`src/rtl/stc_pkg.sv`:
```
package stc_pkg;
    localparam int TIME_W = 64;
    localparam int ADDR_W = 12;

    // Address pairs: the low address serves the full value in 64-bit mode.
    localparam logic [ADDR_W-1:0] ADDR_S_LO  = 12'h14D;
    localparam logic [ADDR_W-1:0] ADDR_S_HI  = 12'h15D;
    localparam logic [ADDR_W-1:0] ADDR_VS_LO = 12'h24D;
    localparam logic [ADDR_W-1:0] ADDR_VS_HI = 12'h25D;

    typedef struct packed {
        logic s;
        logic vs;
    } pend_t;
endpackage

```
`src/rtl/stc_cmp_reg.sv`:
```
module stc_cmp_reg #(
    parameter int              TW        = 64,
    parameter int              AW        = 12,
    parameter logic [AW-1:0]   ADDR_LO   = '0,
    parameter logic [AW-1:0]   ADDR_HI   = '0,
    parameter logic [TW-1:0]   RESET_VAL = '0
) (
    input  logic          clk,
    input  logic          rst_n,
    input  logic          wide_i,
    input  logic          we_i,
    input  logic [AW-1:0] addr_i,
    input  logic [TW-1:0] wdata_i,
    output logic [TW-1:0] cmp_o,
    output logic [TW-1:0] rdata_o
);
    localparam int HW = TW / 2;

    typedef struct packed {
        logic [TW-1:0] cmp;
    } state_t;

    state_t st_d, st_q;
    logic   hit_lo, hit_hi;

    always_comb begin
        st_d   = st_q;
        hit_lo = (addr_i == ADDR_LO);
        hit_hi = !wide_i && (addr_i == ADDR_HI);
        if (we_i && hit_lo) begin
            if (wide_i) st_d.cmp = wdata_i;
            else        st_d.cmp[HW-1:0] = wdata_i[HW-1:0];
        end
        if (we_i && hit_hi) begin
            st_d.cmp[TW-1:HW] = wdata_i[HW-1:0];
        end
        if (hit_lo)      rdata_o = wide_i ? st_q.cmp : {{HW{1'b0}}, st_q.cmp[HW-1:0]};
        else if (hit_hi) rdata_o = {{HW{1'b0}}, st_q.cmp[TW-1:HW]};
        else             rdata_o = '0;
    end

    always_ff @(posedge clk or negedge rst_n) begin
        if (!rst_n) st_q.cmp <= RESET_VAL;
        else        st_q     <= st_d;
    end

    assign cmp_o = st_q.cmp;

    // a low-half write in split mode keeps the upper half
    a_r5_low_write_keeps_high: assert property (@(posedge clk) disable iff (!rst_n)
        (we_i && !wide_i && addr_i == ADDR_LO) |=> cmp_o[TW-1:HW] == $past(cmp_o[TW-1:HW]));

    // an upper-half write in split mode keeps the lower half
    a_r5_high_write_keeps_low: assert property (@(posedge clk) disable iff (!rst_n)
        (we_i && !wide_i && addr_i == ADDR_HI) |=> cmp_o[HW-1:0] == $past(cmp_o[HW-1:0]));

    // without a write strobe the compare value holds
    a_r7_idle_holds: assert property (@(posedge clk) disable iff (!rst_n)
        !we_i |=> $stable(cmp_o));
endmodule

```
`src/rtl/stc_pend.sv`:
```
module stc_pend #(
    parameter int TW = 64
) (
    input  logic          clk,
    input  logic          rst_n,
    input  logic [TW-1:0] time_i,
    input  logic [TW-1:0] delta_i,
    input  logic [TW-1:0] s_cmp_i,
    input  logic [TW-1:0] vs_cmp_i,
    output logic          s_pend_o,
    output logic          vs_pend_o
);
    import stc_pkg::*;

    pend_t         pend_d, pend_q;
    logic [TW-1:0] vs_time;

    always_comb begin
        vs_time   = time_i + delta_i;   // carry out of the top bit is dropped
        pend_d.s  = (time_i  >= s_cmp_i);
        pend_d.vs = (vs_time >= vs_cmp_i);
    end

    always_ff @(posedge clk or negedge rst_n) begin
        if (!rst_n) pend_q <= '0;
        else        pend_q <= pend_d;
    end

    assign s_pend_o  = pend_q.s;
    assign vs_pend_o = pend_q.vs;
endmodule

```
`src/rtl/stc_timer_cmp.sv`:
```
module stc_timer_cmp
    import stc_pkg::*;
(
    input  logic              clk,
    input  logic              rst_n,
    input  logic              xlen64_i,
    input  logic              csr_we_i,
    input  logic [ADDR_W-1:0] csr_addr_i,
    input  logic [TIME_W-1:0] csr_wdata_i,
    output logic [TIME_W-1:0] csr_rdata_o,
    input  logic [TIME_W-1:0] time_i,
    input  logic [TIME_W-1:0] delta_i,
    output logic              s_pend_o,
    output logic              vs_pend_o
);
    logic [TIME_W-1:0] s_cmp, vs_cmp, s_rd, vs_rd;

    stc_cmp_reg #(
        .TW(TIME_W), .AW(ADDR_W), .ADDR_LO(ADDR_S_LO), .ADDR_HI(ADDR_S_HI),
        .RESET_VAL('0)
    ) s_reg_i (
        .clk(clk), .rst_n(rst_n), .wide_i(xlen64_i), .we_i(csr_we_i),
        .addr_i(csr_addr_i), .wdata_i(csr_wdata_i), .cmp_o(s_cmp), .rdata_o(s_rd)
    );

    stc_cmp_reg #(
        .TW(TIME_W), .AW(ADDR_W), .ADDR_LO(ADDR_VS_LO), .ADDR_HI(ADDR_VS_HI),
        .RESET_VAL('1)
    ) vs_reg_i (
        .clk(clk), .rst_n(rst_n), .wide_i(xlen64_i), .we_i(csr_we_i),
        .addr_i(csr_addr_i), .wdata_i(csr_wdata_i), .cmp_o(vs_cmp), .rdata_o(vs_rd)
    );

    stc_pend #(.TW(TIME_W)) pend_i (
        .clk(clk), .rst_n(rst_n), .time_i(time_i), .delta_i(delta_i),
        .s_cmp_i(s_cmp), .vs_cmp_i(vs_cmp), .s_pend_o(s_pend_o), .vs_pend_o(vs_pend_o)
    );

    // Addresses of the two registers never overlap, so an OR merges them.
    assign csr_rdata_o = s_rd | vs_rd;

    // supervisor flag follows last cycle's unsigned comparison
    a_r2_s_pend_follows: assert property (@(posedge clk) disable iff (!rst_n)
        rst_n |=> s_pend_o == ($past(time_i) >= $past(s_cmp)));

    // VS flag follows last cycle's wrapped sum comparison
    a_r3_vs_pend_follows: assert property (@(posedge clk) disable iff (!rst_n)
        rst_n |=> vs_pend_o == (TIME_W'($past(time_i) + $past(delta_i)) >= $past(vs_cmp)));

    // upper-half addresses are silent in 64-bit mode
    a_r6_high_silent_wide: assert property (@(posedge clk) disable iff (!rst_n)
        (xlen64_i && (csr_addr_i == ADDR_S_HI || csr_addr_i == ADDR_VS_HI)) |-> csr_rdata_o == '0);
endmodule

```
`config.mk`:
```
export PLATFORM = sky130hd
export DESIGN_NAME = stc_timer_cmp
export DESIGN_NICKNAME = d
export VERILOG_FILES = /design/src/rtl/stc_pkg.sv /design/src/rtl/stc_cmp_reg.sv /design/src/rtl/stc_pend.sv /design/src/rtl/stc_timer_cmp.sv
export SDC_FILE = /design/constraint.sdc
export NUM_CORES = 1
export LEC_CHECK = 0
export BUFFER_PORTS_ARGS = -buffer_cell sky130_fd_sc_hd__buf_2
export CAP_MARGIN = 20
export CELL_PAD_IN_SITES_DETAIL_PLACEMENT = 2
export CELL_PAD_IN_SITES_GLOBAL_PLACEMENT = 2
export CORE_ASPECT_RATIO = 1.75
export CORE_MARGIN = 2
export CORE_UTILIZATION = 33
export CTS_CLUSTER_DIAMETER = 120
export DETAILED_ROUTE_END_ITERATION = 10
export GPL_TIMING_DRIVEN = 0
export PLACE_DENSITY = 0.89
export SETUP_SLACK_MARGIN = 0.4
export SLEW_MARGIN = 25
export SYNTH_ARGS = -nofsm -noshare
export SYNTH_HDL_FRONTEND = slang
export SYNTH_SLANG_ARGS = --single-unit
```
`constraint.sdc`:
```
create_clock -name clk -period 2.92 [get_ports clk]
set_input_delay 0.292 -clock clk [delete_from_list [all_inputs] [get_ports clk]]
set_output_delay 0.292 -clock clk [all_outputs]
set_load 0.05 [all_outputs]
```
==> results of run 1 <==
-- placed cells by master, fill, tap and decap left out, drive strengths merged, types with 4 or more instances in the layout --
cell      count
a211oi        5
a21o         83
a21oi       129
a22oi       153
a31oi         8
a41oi         5
and2          7
and3          4
and4          4
buf         320
clkbuf       64
clkinvlp      6
dfrtp        66
dfstp        64
diode         4
ha          191
inv         156
mux2         64
nand2       157
nand2b       10
nand3        16
nand4        44
nor2         61
nor2b        41
nor3          4
o211ai        8
o21a          9
o21ai        83
o21bai       16
o22ai         5
o31ai         7
xnor2        36
xor2         25
-- logic make-up after synthesis --
| kind of cell | share of synthesized area |
|---|---|
| AO/OA/AOI/OAI | 0.272 |
| AND/OR/NAND/NOR | 0.132 |
| buffers and inverters | 0.0634 |
| adder cells (fa/ha/maj) | 0.183 |
| flip-flops | 0.254 |
| multiplexers | 0.0556 |
| XOR/XNOR | 0.0406 |
-- sequential cells by signal, indices dropped and copies added, names as in the netlist --
name	flops
vs_reg_i.cmp_o	64
pend_i.vs_pend_o	1
s_reg_i.cmp_o	64
pend_i.s_pend_o	1
-- final timing paths --
check                                         from                  to  slack (ns)  cells after the start
worst min register to register  vs_reg_i.cmp_o[50]  vs_reg_i.cmp_o[50]        0.50                      2
min in group asynchronous                    rst_n   s_reg_i.cmp_o[47]        0.29                      2
worst min-delay path               csr_wdata_i[58]  vs_reg_i.cmp_o[58]        0.06                      3
max in group asynchronous                    rst_n  vs_reg_i.cmp_o[29]        1.74                      3
worst max-delay path                    delta_i[1]    pend_i.vs_pend_o       -1.28                     23
worst max register to register   vs_reg_i.cmp_o[0]    pend_i.vs_pend_o        0.10                     11
-- tightest hold or removal path, stage by stage --
cell,delay (ns)
buf_2,0.09
a22oi_1,0.07
nand2_1,0.06
-- cell type report --
class	instances	share of cell area
inverters	151	0.0339
plain buffers	66	0.0256
diodes	4	0.000591
clock inverters	15	0.0101
flip-flops and latches	130	0.197
clock buffers	17	0.0251
repair buffers	303	0.104
multi-input cells	1214	0.567
well taps	490	0.0362
-- routing by layer --
layer	wire length [um]	part of all wire
met2	38900	0.50
met3	5620	0.072
met5	49	0.00063
met1	24300	0.31
met4	9210	0.12
-- metrics by stage --
step	hold slack [ns]	utilization	setup TNS, ns	power (mW)
6_report	0.0623	0.431	-1.28	6.57
5_1_grt	0.0776	0.431	-1.41	6.78
4_1_cts	0.0668	0.417	-1.25	6.25
3_5_place_dp	0.215	0.389	-60.61	3.87
3_3_place_gp	0.465	0.388	-61.30	3.70
2_1_floorplan	-0.00359	-	-0.856	3.07
-- where the power goes --
group	switching, mW	internal [mW]	leakage (nW)
sequential	0.0201	1.82	1.42
clock	1.08	1.28	0.280
combinational	1.45	0.917	6.21
total	2.55	4.02	7.91
-- timing repair --
action                                  CTS  global route
endpoints found under the setup margin  128           112
gates resized for setup                 115           137
gates cloned                              0             0
setup buffers                            16            13
pin swaps                                28            41
hold buffers                              1             0
endpoints found under the hold margin    21             0
==> run metrics, run 1 <==
post-route ant nets=0; Final Hold Viols=0; gr busiest metal=met2; GR Util met2=0.631; Synth-to-Final Area Change=28.9%; first-pass GRT wire length=106,000 um; clk_lat worst skew=0.48 ns; Setup CP Type=in -> reg; Post-Synthesis Cells=~1,600; Final Instance Area=about 17,000 sq um; Rel. slew slack=0.317; crit-path max cell delay=0.40 ns; min Tclk post-route=approximately 4.2 ns; initial core utilization=0.335; Post-synth EDFFs=0; CP Launch Type=primary input; IO buf count=272; crit-path leading delay family=compound AO/OA/AOI/OAI gates; I/O Pins=274; nets@finish=2,283; footprint of the multi-input gates=roughly 9600 sq um; Setup Viol. Count Final=1; Die Footprint=41,500 sq um; most common cell in the netlist=ha_1; setup repair after global routing missed its margin=true; required time of the critical path=~3.3 ns; pin count of the biggest net entering global routing=90; Rows=96; Total Wirelength=78,100 um; critical-path cell list=buf_2, inv_1, fa_2, nor2b_4, o2111ai_4, a211o_1, a2111oi_4, o31ai_4, nor4_4, o21a_2, nand2_2, o21ai_2, xor2_2, ha_4, a21oi_2, nor2b_1, o21ai_1, nand2b_1, a21oi_2, nor2b_1, o21ai_2, o311a_1, o41ai_2; Non-Filler Instances=2,390; WL/cell=around 33 um; clock-pin transition on the worst setup and hold timing paths=around 0.08 ns; Avg Cell Area, Syn=between 8 and 9 sq um; Max VDD drop=0.000269 V; antenna violations before repair=8; DR pass1 iterations=5; FF/Latch Area=roughly 3300 sq um; Yosys warning count=0; endpoint class of the critical path=flop; Max Cap Viol=0; CP max-delay cell=fa_2; top_reg_cell synth=dfrtp_1; leakage=approximately 7.9 nW; outcome=finished with violations; failing checks=setup timing; fillers=4,284; initial DRC count=996; Post-synth top cells=ha_1 (191), nand2_1 (155), a22oi_1 (153); top-area cell type share of the netlist area=0.182; Pwr Density=388 nW/um^2; type of the most critical hold path=in -> reg; dpl hpwl=54,400 um; H-tree depth=4; die width=between 150 and 200 um; core area=39,300 sq um; number of synthesized register bits=between 100 and 150; Mapped Area=around 13,000 sq um; via count=about 15,000; CTS tree=done; async set-or-reset flop fraction in the synthesized netlist=1.00; grt met3 use=0.0668; Die Ht=268 um; Area contributors post-synth=ha_1 (18%), dfstp_2 (13%), dfrtp_1 (13%), a22oi_1 (8.7%), mux2_2 (5.5%); worst-margin pin slew=1.02 ns; Synth cell types=73; top cell type by total area after synthesis=ha_1; final estimated routing congestion in global placement=0.954; worst-case clock buffer depth=2; Peak Freq=238 MHz; Synth Net Count=~2,000; DP Area=15,300 sq um; routing usage on met1=0.322; Root Driver=clkbuf_16; # clock sinks=130; final cycle utilization of the critical path=1.44; layout cells sized above 1=0.334; vias in the first global route=16,900; count of buffer and inverter cells on the critical path=2; DP Cell Count=2,324; max-slew violations=0; setup slack after layout=-1.28 ns; pre-CTS setup slack=-2.21 ns; WP data arrival=4.56 ns; vias per cell=6.36; Clock Skew=about 0.014 ns; worst-path fanout max=2; Overall Global Routing Usage=0.348; DR DRC count=0; CTS Buf Count=17; Seq/Total Area, Yosys=0.254; total congestion overflow=0
Note: power is estimated with default switching activity, not from simulation.
==> run 2, diff against run 1 <==
- CORE_UTILIZATION: 33 -> 34
- CTS_BUF_LIST: unset -> sky130_fd_sc_hd__clkbuf_8
- PLACE_DENSITY: 0.89 -> 0.92
==> run 2 against run 1 <==
  * The flow still finishes with violations (setup timing)
  * Count of clock-buffer cells in the layout unchanged
  * Clock power decreased by 12%
  * Combinational power about the same
  * Largest cell class unchanged
  * Largest power group unchanged
==> run metrics, run 2 (synthesized netlist as in run 1, its figures left out) <==
WHS Endpoint=vs_reg_i.cmp_o[50]; Cells on Worst Hold Path=3; DR pass1 iterations=6; critical-path cell list=buf_2, ha_1, o211ai_1, o21a_1, a211oi_4, o211ai_1, a21oi_1, nor2_1, o21ai_0, a21boi_0, xnor2_1, ha_1, nand4_1, o21ai_0, a41oi_1, o311a_1, o41ai_2; clock-pin transition on the worst setup and hold timing paths=0.11 ns; initial core utilization=0.343; Clock Skew=0.0256 ns; Die Ht=264 um; failing checks=setup timing; post-route ant nets=0; Peak Freq=~220 MHz; vias per cell=6.55; Max VDD drop=0.000313 V; # clock sinks=130; fillers=4,317; r2r setup slk=0.17 ns; type of the most critical hold path=in -> reg; clk_lat worst skew=0.53 ns; WP data arrival=5.02 ns; endpoint class of the critical path=flop; core area=38,300 sq um; Die Footprint=40,300 sq um; Pwr Density=378 nW/um^2; setup repair after global routing missed its margin=true; nets@finish=2,281; crit-path max cell delay=between 0.6 and 0.7 ns; outcome=finished with violations; most frequent cells in the layout=buf_2 (231), ha_1 (180), nand2_1 (153), a22oi_1 (153), inv_1 (149); first-pass GRT wire length=109,000 um; initial DRC count=1,241; Setup CP Type=in -> reg; FF/Latch Area=3330 sq um; vias in the first global route=17,100; die width=153 um; Synth-to-Final Area Change=26.8%; min Tclk post-route=4.59 ns; total power=6.29 mW; footprint of the multi-input gates=9490 sq um; hold slack final=0.0171 ns; Total Wirelength=81,200 um; final estimated routing congestion in global placement=0.964; pin count of the biggest net entering global routing=70; worst-margin pin slew=approximately 1 ns; Max Cap Viol=0; Overall Global Routing Usage=0.360; Final Hold Viols=0; R2R Path End=pend_i.s_pend_o; H-tree depth=4; IO buf count=272; CTS Buf Count=17; dpl hpwl=56,100 um; layout cells sized above 1=0.324; required time of the critical path=3.36 ns; Non-Filler Instances=2,384; I/O Pins=274; worst-path fanout max=4; commonest non-fill, non-tap cell in the layout=buf_2; CP max-delay cell=a21oi_1; Rel. slew slack=0.343; antenna violations before repair=3; Setup Viol. Count Final=1; Worst Reg-to-Reg Cells=10; DR DRC count=0; CTS tree=done; worst-case clock buffer depth=2; via count=15,600; setup slack after layout=-1.67 ns; CP Launch Type=primary input; R2R Path Start=s_reg_i.cmp_o[37]; max-slew violations=0; Root Driver=clkbuf_8; min-delay src=csr_wdata_i[50]; WL/cell=34.1 um; DP Cell Count=2,319; final cycle utilization of the critical path=1.57; Rows=95; total congestion overflow=0; leakage=7.82 nW
-- run 2: changes by cell type in the layout (fill, tap and decap cells not counted), sizes merged --
cell | before | now
clkbuf | 64 | 72
clkdlybuf4s15 | 1 | 0
buf | 320 | 311
clkinv | 2 | 3
clkinvlp | 6 | 1
diode | 4 | 5
bufinv | 2 | 5
inv | 156 | 157
-- run 2: worst max path at each step --
stage	start	endpoint	slack [ns]	depth (start not counted)
floorplan	time_i[0]	pend_i.vs_pend_o	-0.86	23
global placement	time_i[26]	pend_i.vs_pend_o	-1.87	24
detailed placement	time_i[0]	pend_i.vs_pend_o	-2.12	25
CTS	delta_i[0]	pend_i.vs_pend_o	-1.22	24
global route	time_i[42]	pend_i.vs_pend_o	-1.83	23
finish	time_i[3]	pend_i.vs_pend_o	-1.67	17
-- run 2: area by class of cell --
| type | instances | share of cell area |
|---|---|---|
| buffer | 66 | 0.0247 |
| tap | 485 | 0.0364 |
| sequential | 130 | 0.200 |
| clock buffer | 17 | 0.0140 |
| multi-input combinational | 1214 | 0.570 |
| antenna | 5 | 0.000751 |
| clock inverter | 15 | 0.0146 |
| timing repair buffer | 301 | 0.106 |
| inverter | 151 | 0.0342 |
-- run 2: layer usage --
| metal | vias to the layer above | track usage | share of wire |
|---|---|---|---|
| met5 | - | 0 | 0.00016 |
| met4 | 2 | 0.353 | 0.13 |
| met3 | 505 | 0.0661 | 0.076 |
| met2 | 1035 | 0.641 | 0.49 |
| met1 | 7738 | 0.340 | 0.31 |
| li1 | 6327 | - | - |
-- run 2: worst max-delay path: cells and delay by family --
family          cells  cell delay (ns)
compound gates     11             3.25
xor+xnor            1             0.17
fa+ha+maj           2             0.69
buf+inv             1             0.12
simple gates        2             0.48
-- run 2: repair_timing --
action / 4_1_cts / 5_1_grt
pin swaps: 26 / 26
hold endpoints to repair: 34 / 0
hold buffers: 1 / 0
buffers inserted: 15 / 12
endpoints found under the setup margin: 124 / 81
gates resized for setup: 123 / 88
-- run 2: where the power goes --
group / internal, mW / switching (mW) / total [mW]
sequential: 1.82 / 0.0189 / 1.84
combinational: 0.904 / 1.48 / 2.39
clock: 1.05 / 1.02 / 2.07
-- run 2: stage by stage --
| stage | instance area (sq um) | setup WS, ns | utilization | setup TNS (ns) |
|---|---|---|---|---|
| floorplan | 13300 | -0.856 | - | -0.856 |
| global placement | 15200 | -1.87 | 0.398 | -64.35 |
| detailed placement | 15300 | -2.12 | 0.399 | -69.81 |
| CTS | 16300 | -1.22 | 0.425 | -1.22 |
| global route | 16700 | -1.83 | 0.435 | -1.83 |
| finish | 16700 | -1.67 | 0.435 | -1.67 |
